[src/rtl/spi_cmd_pkg.sv]
package spi_cmd_pkg;
   localparam int BYTE_W = 8;

   localparam logic [3:0] OFS_OPCODE = 4'h0;
   localparam logic [3:0] OFS_COUNT  = 4'h1;
   localparam logic [3:0] OFS_CTRL   = 4'h2;
   localparam logic [3:0] OFS_DATA   = 4'hC;
   localparam logic [3:0] OFS_STAT   = 4'hD;

   localparam int CTRL_GO_BIT   = 0;
   localparam int CTRL_PCLR_BIT = 4;

   localparam logic [7:0] FILL_BYTE = 8'hFF;
   localparam logic [1:0] RATE_RESET = 2'd1;

   typedef enum logic [2:0] {
      ST_IDLE,
      ST_SETUP,
      ST_LOAD,
      ST_SHIFT,
      ST_HOLD
   } seq_state_t;
endpackage

[src/rtl/spi_clk_div.sv]
module spi_clk_div #(
   parameter int HALF_UNIT = 1
) (
   input  logic       clk,
   input  logic       rst_n,
   input  logic       run,
   input  logic [1:0] rate,
   output logic       tick
);
   localparam int CNT_W = $clog2(4 * HALF_UNIT + 1);

   generate
      if (HALF_UNIT < 1) begin : g_bad_unit
         $error("spi_clk_div: HALF_UNIT must be at least 1");
      end
   endgenerate

   logic [CNT_W-1:0] cnt_q;
   logic [CNT_W-1:0] half;

   always_comb begin
      case (rate)
         2'd1:    half = CNT_W'(2 * HALF_UNIT);
         2'd2:    half = CNT_W'(3 * HALF_UNIT);
         default: half = CNT_W'(4 * HALF_UNIT);
      endcase
   end

   assign tick = run && (cnt_q == half - 1'b1);

   always_ff @(posedge clk or negedge rst_n) begin
      if (!rst_n)        cnt_q <= '0;
      else if (!run)     cnt_q <= '0;
      else if (tick)     cnt_q <= '0;
      else               cnt_q <= cnt_q + 1'b1;
   end

   // half period is never shorter than two system clocks
   p_tick_spacing_r9: assert property (@(posedge clk) disable iff (!rst_n)
      tick |=> !tick);
endmodule

[src/rtl/spi_byte_shift.sv]
module spi_byte_shift #(
   parameter int W = 8
) (
   input  logic         clk,
   input  logic         rst_n,
   input  logic         tick,
   input  logic         load,
   input  logic [W-1:0] tx,
   input  logic         miso,
   output logic         sclk,
   output logic         mosi,
   output logic         done,
   output logic [W-1:0] rx
);
   localparam int BIT_W = $clog2(W);

   generate
      if (W < 2) begin : g_bad_width
         $error("spi_byte_shift: W must be at least 2");
      end
   endgenerate

   logic             active_q;
   logic [W-1:0]     sh_q;
   logic [BIT_W-1:0] bit_q;

   assign mosi = active_q ? sh_q[W-1] : 1'b1;

   always_ff @(posedge clk or negedge rst_n) begin
      if (!rst_n) begin
         active_q <= 1'b0;
         sclk     <= 1'b0;
         sh_q     <= '0;
         rx       <= '0;
         bit_q    <= '0;
         done     <= 1'b0;
      end else begin
         done <= 1'b0;
         if (load) begin
            active_q <= 1'b1;
            sh_q     <= tx;
            bit_q    <= '0;
            sclk     <= 1'b0;
         end else if (active_q && tick) begin
            if (!sclk) begin
               sclk <= 1'b1;
               rx   <= {rx[W-2:0], miso};
            end else begin
               sclk <= 1'b0;
               if (bit_q == BIT_W'(W - 1)) begin
                  active_q <= 1'b0;
                  done     <= 1'b1;
               end else begin
                  sh_q  <= sh_q << 1;
                  bit_q <= bit_q + 1'b1;
               end
            end
         end
      end
   end

   // a byte always finishes with the clock back at its idle level
   p_done_sclk_low_r10: assert property (@(posedge clk) disable iff (!rst_n)
      done |-> !sclk);
   // a new byte is only loaded when the previous one has finished
   p_load_when_idle_r6: assert property (@(posedge clk) disable iff (!rst_n)
      load |-> !active_q);
endmodule

[src/rtl/spi_ring.sv]
module spi_ring #(
   parameter int DEPTH = 8,
   parameter int W     = 8,
   localparam int PTR_W = $clog2(DEPTH)
) (
   input  logic             clk,
   input  logic             rst_n,
   input  logic             clr,
   input  logic             step_wr,
   input  logic             step_rd,
   input  logic [W-1:0]     wdata,
   input  logic             cap,
   input  logic [W-1:0]     cap_data,
   output logic [PTR_W-1:0] ptr,
   output logic [W-1:0]     cur
);
   generate
      if ((1 << PTR_W) != DEPTH || DEPTH < 2) begin : g_bad_depth
         $error("spi_ring: DEPTH must be a power of two of at least 2");
      end
   endgenerate

   logic [W-1:0] slots [DEPTH];
   logic         wen;
   logic [W-1:0] wval;

   assign wen  = cap || step_wr;
   assign wval = cap ? cap_data : wdata;
   assign cur  = slots[ptr];

   for (genvar g = 0; g < DEPTH; g++) begin : g_slot
      always_ff @(posedge clk or negedge rst_n) begin
         if (!rst_n)                               slots[g] <= '0;
         else if (!clr && wen && ptr == PTR_W'(g)) slots[g] <= wval;
      end
   end

   always_ff @(posedge clk or negedge rst_n) begin
      if (!rst_n)                          ptr <= '0;
      else if (clr)                        ptr <= '0;
      else if (cap || step_wr || step_rd)  ptr <= ptr + 1'b1;
   end

   p_ptr_clear_r4: assert property (@(posedge clk) disable iff (!rst_n)
      clr |=> ptr == '0);
   p_ptr_step_r5: assert property (@(posedge clk) disable iff (!rst_n)
      (!clr && (step_wr || step_rd || cap)) |=> ptr == PTR_W'($past(ptr) + 1'b1));
endmodule

[src/rtl/spi_cmd_engine.sv]
module spi_cmd_engine
   import spi_cmd_pkg::*;
#(
   parameter int DEPTH     = 8,
   parameter int HALF_UNIT = 1,
   parameter int MAX_CNT   = 8
) (
   input  logic       clk,
   input  logic       rst_n,
   input  logic [3:0] bus_addr,
   input  logic       bus_wr,
   input  logic       bus_rd,
   input  logic [7:0] bus_wdata,
   output logic [7:0] bus_rdata,
   output logic       spi_sclk,
   output logic       spi_cs_n,
   output logic       spi_mosi,
   input  logic       spi_miso
);
   localparam int PTR_W = $clog2(DEPTH);
   localparam int IDX_W = $clog2(2 * MAX_CNT + 2);

   generate
      if (MAX_CNT < 1 || MAX_CNT > 15) begin : g_bad_max
         $error("spi_cmd_engine: MAX_CNT must fit a 4-bit count field");
      end
      if (PTR_W > 3) begin : g_bad_ptr
         $error("spi_cmd_engine: pointer must fit the 3-bit status field");
      end
   endgenerate

   seq_state_t         st_q;
   logic               busy, wr_ok;
   logic [7:0]         opcode_q, count_q;
   logic [1:0]         rate_q;
   logic               cs_q, ph_q;
   logic [IDX_W-1:0]   idx_q, total;
   logic [3:0]         wr_eff, rd_eff;
   logic               go, pclr, sw_wr, sw_rd;
   logic               tick, sh_load, sh_done, cap;
   logic [7:0]         tx_byte, rx_byte, cur_slot;
   logic [PTR_W-1:0]   ptr;

   function automatic logic [3:0] clamp(input logic [3:0] c);
      return (c > 4'(MAX_CNT)) ? 4'(MAX_CNT) : c;
   endfunction

   assign busy   = (st_q != ST_IDLE);
   assign wr_ok  = bus_wr && !busy;
   assign go     = wr_ok && bus_addr == OFS_CTRL && bus_wdata[CTRL_GO_BIT];
   assign pclr   = wr_ok && bus_addr == OFS_CTRL && bus_wdata[CTRL_PCLR_BIT];
   assign sw_wr  = wr_ok && bus_addr == OFS_DATA;
   assign sw_rd  = bus_rd && !busy && bus_addr == OFS_DATA;

   assign wr_eff = clamp(count_q[3:0]);
   assign rd_eff = clamp(count_q[7:4]);
   assign total  = IDX_W'(1) + IDX_W'(wr_eff) + IDX_W'(rd_eff);

   // register file
   always_ff @(posedge clk or negedge rst_n) begin
      if (!rst_n) begin
         opcode_q <= '0;
         count_q  <= '0;
         rate_q   <= RATE_RESET;
      end else if (wr_ok) begin
         if (bus_addr == OFS_OPCODE) opcode_q <= bus_wdata;
         if (bus_addr == OFS_COUNT)  count_q  <= bus_wdata;
         if (bus_addr == OFS_STAT)   rate_q   <= bus_wdata[5:4];
      end
   end

   always_comb begin
      case (bus_addr)
         OFS_OPCODE: bus_rdata = opcode_q;
         OFS_COUNT:  bus_rdata = count_q;
         OFS_CTRL:   bus_rdata = {7'b0, busy};
         OFS_DATA:   bus_rdata = cur_slot;
         OFS_STAT:   bus_rdata = {2'b0, rate_q, 1'b0, 3'(ptr)};
         default:    bus_rdata = 8'h00;
      endcase
   end

   // sequencer
   always_ff @(posedge clk or negedge rst_n) begin
      if (!rst_n) begin
         st_q  <= ST_IDLE;
         cs_q  <= 1'b1;
         ph_q  <= 1'b0;
         idx_q <= '0;
      end else begin
         case (st_q)
            ST_IDLE: if (go) begin
               st_q  <= ST_SETUP;
               cs_q  <= 1'b0;
               ph_q  <= 1'b0;
               idx_q <= '0;
            end
            ST_SETUP: if (tick) begin
               ph_q <= ~ph_q;
               if (ph_q) st_q <= ST_LOAD;
            end
            ST_LOAD: st_q <= ST_SHIFT;
            ST_SHIFT: if (sh_done) begin
               idx_q <= idx_q + 1'b1;
               if (IDX_W'(idx_q + 1'b1) < total) st_q <= ST_LOAD;
               else begin
                  st_q <= ST_HOLD;
                  ph_q <= 1'b0;
               end
            end
            ST_HOLD: if (tick) begin
               ph_q <= ~ph_q;
               if (ph_q) begin
                  st_q <= ST_IDLE;
                  cs_q <= 1'b1;
               end
            end
            default: st_q <= ST_IDLE;
         endcase
      end
   end

   assign sh_load = (st_q == ST_LOAD);
   assign cap     = (st_q == ST_SHIFT) && sh_done && (idx_q != '0);
   assign tx_byte = (idx_q == '0)             ? opcode_q :
                    (idx_q <= IDX_W'(wr_eff)) ? cur_slot : FILL_BYTE;
   assign spi_cs_n = cs_q;

   spi_clk_div #(.HALF_UNIT(HALF_UNIT)) u_div (
      .clk(clk), .rst_n(rst_n), .run(busy), .rate(rate_q), .tick(tick)
   );

   spi_byte_shift #(.W(BYTE_W)) u_shift (
      .clk(clk), .rst_n(rst_n), .tick(tick), .load(sh_load), .tx(tx_byte),
      .miso(spi_miso), .sclk(spi_sclk), .mosi(spi_mosi), .done(sh_done),
      .rx(rx_byte)
   );

   spi_ring #(.DEPTH(DEPTH), .W(BYTE_W)) u_ring (
      .clk(clk), .rst_n(rst_n), .clr(pclr), .step_wr(sw_wr), .step_rd(sw_rd),
      .wdata(bus_wdata), .cap(cap), .cap_data(rx_byte), .ptr(ptr),
      .cur(cur_slot)
   );

   p_cs_idle_r10: assert property (@(posedge clk) disable iff (!rst_n)
      !busy |-> spi_cs_n);
   p_sclk_idle_r10: assert property (@(posedge clk) disable iff (!rst_n)
      spi_cs_n |-> !spi_sclk);
   p_count_hold_r11: assert property (@(posedge clk) disable iff (!rst_n)
      busy |=> $stable(count_q));
   p_opcode_hold_r11: assert property (@(posedge clk) disable iff (!rst_n)
      busy |=> $stable(opcode_q));
   p_go_clears_r3: assert property (@(posedge clk) disable iff (!rst_n)
      (st_q == ST_HOLD && tick && ph_q) |=> (!busy && spi_cs_n));
endmodule

[config.mk]
export PLATFORM = sky130hd
export DESIGN_NAME = spi_cmd_engine
export DESIGN_NICKNAME = d
export VERILOG_FILES = /design/src/rtl/spi_cmd_pkg.sv /design/src/rtl/spi_clk_div.sv /design/src/rtl/spi_byte_shift.sv /design/src/rtl/spi_ring.sv /design/src/rtl/spi_cmd_engine.sv
export SDC_FILE = /design/constraint.sdc
export NUM_CORES = 1
export LEC_CHECK = 0
export BUFFER_PORTS_ARGS = -buffer_cell sky130_fd_sc_hd__buf_2
export CAP_MARGIN = 0
export CORE_AREA = 2 2 129 131
export CTS_CLUSTER_SIZE = 10
export DETAILED_ROUTE_END_ITERATION = 6
export DIE_AREA = 0 0 131 133
export PLACE_DENSITY = 0.57
export SLEW_MARGIN = 5
export SYNTH_ARGS = -nofsm -noshare
export SYNTH_HDL_FRONTEND = slang
export SYNTH_SLANG_ARGS = --single-unit
export TNS_END_PERCENT = 1
[constraint.sdc]
create_clock -name clk -period 3.1 [get_ports clk]
set_clock_uncertainty 0.05 [all_clocks]
set_input_delay 0.31 -clock clk [delete_from_list [all_inputs] [get_ports clk]]
set_output_delay 0.31 -clock clk [all_outputs]
set_load 0.05 [all_outputs]
======== Word level (Yosys, flattened, before mapping) ========
Cells that the tools add are included.
W data, S select, Z words.
word-level totals
  bits in registers ....................... 120
  input bits .............................. 17
cells by class
  add/subtract/negate cells ............... 7
  $lt $le $gt $ge ......................... 5
  equality and inequality tests ........... 28
  multiplexer cells ....................... 53
  bitwise operators ....................... 4
  reduce and logical (&&, ||, !) cells .... 48
operator list
  kind                   count
  $mux W8                9
  $mux W3                15
  $pmux W8 S5            1
  $bmux W8 S3            1
  $logic_and A1 B1 Y1    20
  $eq A3 B3 Y1 const B   6
  $mux W1                18
  $pmux W3 S5            1
  $eq A3 B2 Y1 const B   4
  $reduce_and A3 Y1      4
  $reduce_bool A2 Y1     6
  $mux W5                2
  $ne A2 B2 Y1 const B   5
  $pmux W5 S2            1
  $add A3 B1 Y3 const B  3
  $eq A4 B4 Y1 const B   2
  $gt A4 B4 Y1 const B   2
  $mux W4                2
  $ne A2 B1 Y1 const B   4
  $eq A3 B1 Y1 const B   2
  $logic_not A3 Y1       2
  $pmux W3 S2            1
  $reduce_and A2 Y1      3
  $reduce_and A6 Y1      1
  other kinds (25)       30

======== Longest topological paths before layout ========
  word-level depth ........................ 8
  gate-level depth with buffers ........... 13
  gate-level depth less buffers ........... 13

======== Cells and area by module ========
From an unflattened synthesis, not the netlist that was laid out.
unflattened totals
  cell total of the unflattened synthesis .. 500
  area, all modules ....................... 6480.0 um^2
modules (own cells, without submodules)
  module          times used  cells an instance  area each (um^2)  sequential area each (um^2)
  spi_ring        1           215                3249.4            1676.6
  spi_cmd_engine  1           196                1978.1            703.2
  spi_byte_shift  1           67                 1032.2            550.5
  spi_clk_div     1           22                 220.2             75.1

======== Worst setup path before layout ========
No wires, ideal clock.
  kind .................................... register to register
  start ................................... register count_q[3]
  end ..................................... register st_q[1]
  setup time .............................. 0.065 ns
  arrival time ............................ 2.431 ns
  required time ........................... 2.985 ns
  path slack .............................. 0.554 ns
  cell stages (with the launch flop) ...... 14
  buffers on the path ..................... 0
  clock period less this slack ............ 2.546 ns
  path through ............................ dfrtp_1 -> inv_1 -> nand2_1 -> inv_1 -> ha_1 -> a21o_1 -> a21oi_1 -> xor2_1 -> ha_1 -> a21oi_1 -> nand2_1 -> a211o_1 -> a41oi_1 -> o21a_1
between the ends
  cells in the longest elaborated chain, start to end .. 8
RTL lines
  item                    RTL line               source
  start, declared         spi_cmd_engine.sv:34   logic [7:0] opcode_q, count_q;
  start signal, assigned  spi_cmd_engine.sv:67   if (bus_addr == OFS_COUNT) count_q <= bus_wdata;
  $gt A4 B4 Y1            spi_cmd_engine.sv:45   return (c > 4'(MAX_CNT)) ? 4'(MAX_CNT) : c;
  $mux W4 *               spi_cmd_engine.sv:45
  $add A1 B4 Y5 *         spi_cmd_engine.sv:57   assign total = IDX_W'(1) + IDX_W'(wr_eff) + IDX_W'(rd_eff);
  $add A5 B4 Y5 *         spi_cmd_engine.sv:57
  $lt A5 B5 Y1 *          spi_cmd_engine.sv:105  if (IDX_W'(idx_q + 1'b1) < total) st_q <= ST_LOAD;
  $mux W3 *               spi_cmd_engine.sv:105
  $mux W3 *               spi_cmd_engine.sv:103  ST_SHIFT: if (sh_done) begin
  $pmux W3 S5 *           spi_cmd_engine.sv:91   case (st_q)
  end signal, assigned    spi_cmd_engine.sv:93   st_q <= ST_SETUP;
  end signal, assigned    spi_cmd_engine.sv:105
  end signal, assigned    spi_cmd_engine.sv:107  st_q <= ST_HOLD;
  end, declared           spi_cmd_engine.sv:32   seq_state_t st_q;
Mark *: on every way between the ends. The rest lies on a longest branch, timed or not. The select of a mux whose other input is x is not followed.
A chain may end at the register's enable or synchronous reset.

======== Final worst setup path ========
  start ................................... register u_ring.ptr[0]
  end ..................................... output bus_rdata[0]
between the ends
  cells in the longest elaborated chain, start to end .. 5
RTL lines
  item                                         RTL line              source
  start, declared                              spi_ring.sv:14        output logic [PTR_W-1:0] ptr,
  start signal, assigned                       spi_ring.sv:41        else if (cap || step_wr || step_rd) ptr <= ptr + 1'b1;
  $not A3 Y4 (implied by the code)             spi_ring.sv:29        assign cur = slots[ptr];
  $bmux W8 S3                                  spi_ring.sv:29
  $mux W8 (implied by the code) (2 in series)  spi_ring.sv:29
  $pmux W8 S5 *                                spi_cmd_engine.sv:73  case (bus_addr)
  end, declared                                spi_cmd_engine.sv:14  output logic [7:0] bus_rdata,
Marks and branches as above.

==> results.py <==
metrics = {
    "synthesis": {
        "yosysTopAreaCell": "dfrtp_1",
        "synth_common_cells": "dfrtp_1 (118), mux2_2 (107), mux2i_1 (26)",
        "synth_area_mm2": 0.00631,
        "synth_seq_cells": 120,
        "syn_avg_cell_area_um2": 12.4,
        "syn-num-nets": 551,
        "synth-edff-count": 0,
        "yosysSeqAreaShare": 0.476,
        "async_flop_share": 1.00,
        "synth_cell_type_count": 61,
        "synth_ff_type": "dfrtp_1",
        "synthCells": 508,
        "ys_top_cells_by_area": "dfrtp_1 (47%), mux2_2 (19%), ha_1 (5.0%)",
        "yosys.area.top_type_share": 0.468,
        "yosysWarnings": 0,
        "synth.most_common_cell": "dfrtp_1",
    },
    "global_route": {
        "grt_pass1_wl_um": 24100,
        "antenna_found_initial": 0,
        "grt_use_total": 0.182,
        "first_global_vias": 4442,
        "grt_max_degree": 121,
        "gr-total-overflow": 0,
    },
    "layout": {
        "area_growth_pct": 15.4,
        "design_area_mm2": 0.00728,
        "finalNonFillerCells": 774,
        "drive_gt1_frac": 0.354,
        "postLayoutCoreUtil": 0.450,
        "antenna_cells": 0,
        "fillers": 1507,
        "fin_nets": 586,
    },
    "clock_tree": {
        "clk_pin_slew_ns": 0.05,
        "clk_latency_ns": 0.42,
        "htreeDepth": 4,
        "clk_path_buf_depth": 2,
        "cts_tree": "yes",
        "numCtsBuffers": 17,
        "cts_resized": 0,
        "ctsRootBufferMaster": "clkbuf_16",
        "numClockSinks": 120,
    },
    "die": {
        "rows": 47,
        "initial_core_util": 0.390,
        "die_w_um": 131,
        "die_h_um": 133,
        "dieArea_mm2": 0.0174,
        "io_pins": 28,
        "core_mm2": 0.0162,
    },
    "route": {
        "drtIter0Drc": 365,
        "vias": 4238,
        "route.detailed.drc": 0,
        "ant_nets": 0,
        "finalWirelength_um": 14700,
        "routedWlPerCell_um": 19.0,
        "avgViaCountPerCell": 5.48,
        "drt_first_pass_iters": 5,
    },
    "placed_design": {
        "place_congestion": 0.829,
        "place_area_mm2": 0.00672,
        "dpl.hpwl_um": 10400,
        "portBuffers": 27,
        "post-place-cells": 743,
    },
    "sta": {
        "post-route-period-util": 0.921,
        "slew_headroom": 0.392,
        "worst_slew_pin_slew_ns": 0.909,
        "hold_violations": 0,
        "rsz0062_at_grt": "no",
        "maxSlewViolCount": 0,
        "max_freq_mhz": 350,
        "fin_setup_tns_ns": 0,
        "fin_crit_ns": 2.85,
        "setup_violations": 0,
    },
    "power": {
        "p_leak_nw": 3.56,
        "total_power_mw": 3.55,
        "ir_drop_v": 0.000467,
        "cellPowerDensity_mw_per_mm2": 488,
    },
    "worst_setup_path": {
        "cp_slowest_cell": "dfrtp_1",
        "critPathCaptureType": "output port",
        "crit_arrival_ns": 2.49,
        "slowest_delay_ns": 0.52,
        "path_cells": "nand2b_1 -> o22ai_1 -> a221oi_1 -> nand2b_1 -> nand3_1 -> buf_2",
        "cp_max_fo": 8,
        "cp-start-kind": "register",
        "crit_type": "register to output port",
        "crit_family": "simple AND/OR/NAND/NOR gates",
        "crit_buf_inv": 1,
        "regToRegSetupSlack_ns": 0.27,
        "required_ns": 2.74,
        "cpMostUsedCell": "nand2b_1",
    },
    "job": {
        "max_cap_violations": 0,
    },
    "outcome": {
        "outcome": "completed",
    },
    "min_path": {
        "hold_class": "input port to register",
    },
}
==> metrics by stage <==
stage / hold WS (ns) / setup WS (ns)
3_3_place_gp: 0.402 / 0.338
5_1_grt: 0.0898 / 0.0629
4_1_cts: 0.0897 / 0.246
2_1_floorplan: -0.0356 / 0.554
3_5_place_dp: 0.412 / 0.285
6_report: 0.0971 / 0.246
==> state kept, by name, summed over array words and instances (netlist names) <==
| name | count |
|---|---|
| count_q | 8 |
| idx_q | 5 |
| opcode_q | 8 |
| ph_q | 1 |
| rate_q | 2 |
| spi_cs_n | 1 |
| st_q | 3 |
| u_div.cnt_q | 3 |
| u_ring.ptr | 3 |
| u_ring.slots | 64 |
| u_shift.active_q | 1 |
| u_shift.bit_q | 3 |
| u_shift.done | 1 |
| u_shift.rx | 8 |
| u_shift.sclk | 1 |
| u_shift.sh_q | 8 |
==> cell type report <==
| class | count | area [um2] | area share |
|---|---|---|---|
| inverters | 19 | 71.3 | 0.00979 |
| flip-flops and latches | 120 | 3010 | 0.413 |
| repair buffers | 38 | 248 | 0.0340 |
| clock buffers | 20 | 447 | 0.0613 |
| clock inverters | 10 | 105 | 0.0144 |
| well taps | 220 | 275 | 0.0378 |
| multi-input cells | 347 | 3130 | 0.430 |
==> repair_timing <==
| item | 4_1_cts | 5_1_grt |
|---|---|---|
| hold buffers | 1 | 0 |
| setup buffers | 0 | 0 |
| endpoints found under the hold margin | 73 | 0 |
==> placed cells by master (no fill, tap or decap), drive strengths merged, types with 8 or more instances in the layout <==
cell type	n
a21oi	10
a221oi	8
buf	37
clkbuf	20
dfrtp	118
ha	25
inv	19
mux2	115
mux2i	26
nand2	25
nand2b	12
nand3	10
nor2	13
o21ai	9
o221ai	8
o22ai	8
==> kinds of logic after synthesis <==
| kind of cell | after synthesis | synth area share |
|---|---|---|
| AO/OA/AOI/OAI | 75 | 0.0884 |
| XOR/XNOR | 9 | 0.0125 |
| adder cells (fa/ha/maj) | 26 | 0.0527 |
| buffers and inverters | 41 | 0.0276 |
| flip-flops | 120 | 0.476 |
| multiplexers | 141 | 0.251 |
| AND/OR/NAND/NOR | 96 | 0.0912 |
==> per-layer routing <==
| metal | GRT usage | vias to the layer above | share of wire |
|---|---|---|---|
| li1 | - | 1956 | - |
| met1 | 0.233 | 2164 | 0.44 |
| met2 | 0.297 | 104 | 0.50 |
| met3 | 0.0497 | 14 | 0.048 |
| met4 | 0.0597 | 0 | 0.018 |
| met5 | 0 | - | 0 |
==> final timing paths <==
check                            startpoint                to  cells past startpoint
min in group asynchronous             rst_n          idx_q[2]                      3
setup reg to reg                  rate_q[0]     u_shift.rx[2]                      7
hold reg to reg            u_ring.slots[41]  u_ring.slots[41]                      1
hold / removal                     spi_miso     u_shift.rx[0]                      2
max in group asynchronous             rst_n  u_ring.slots[22]                      3
setup / recovery              u_ring.ptr[0]      bus_rdata[0]                      6
==> power by group <==
part	leakage [nW]	internal, mW	total, mW	switching [mW]
logic	1.69	0.0338	0.110	0.0766
registers	1.60	1.57	1.58	0.00503
clock network	0.271	1.18	1.87	0.683
Power figures use the tool's default switching activity.
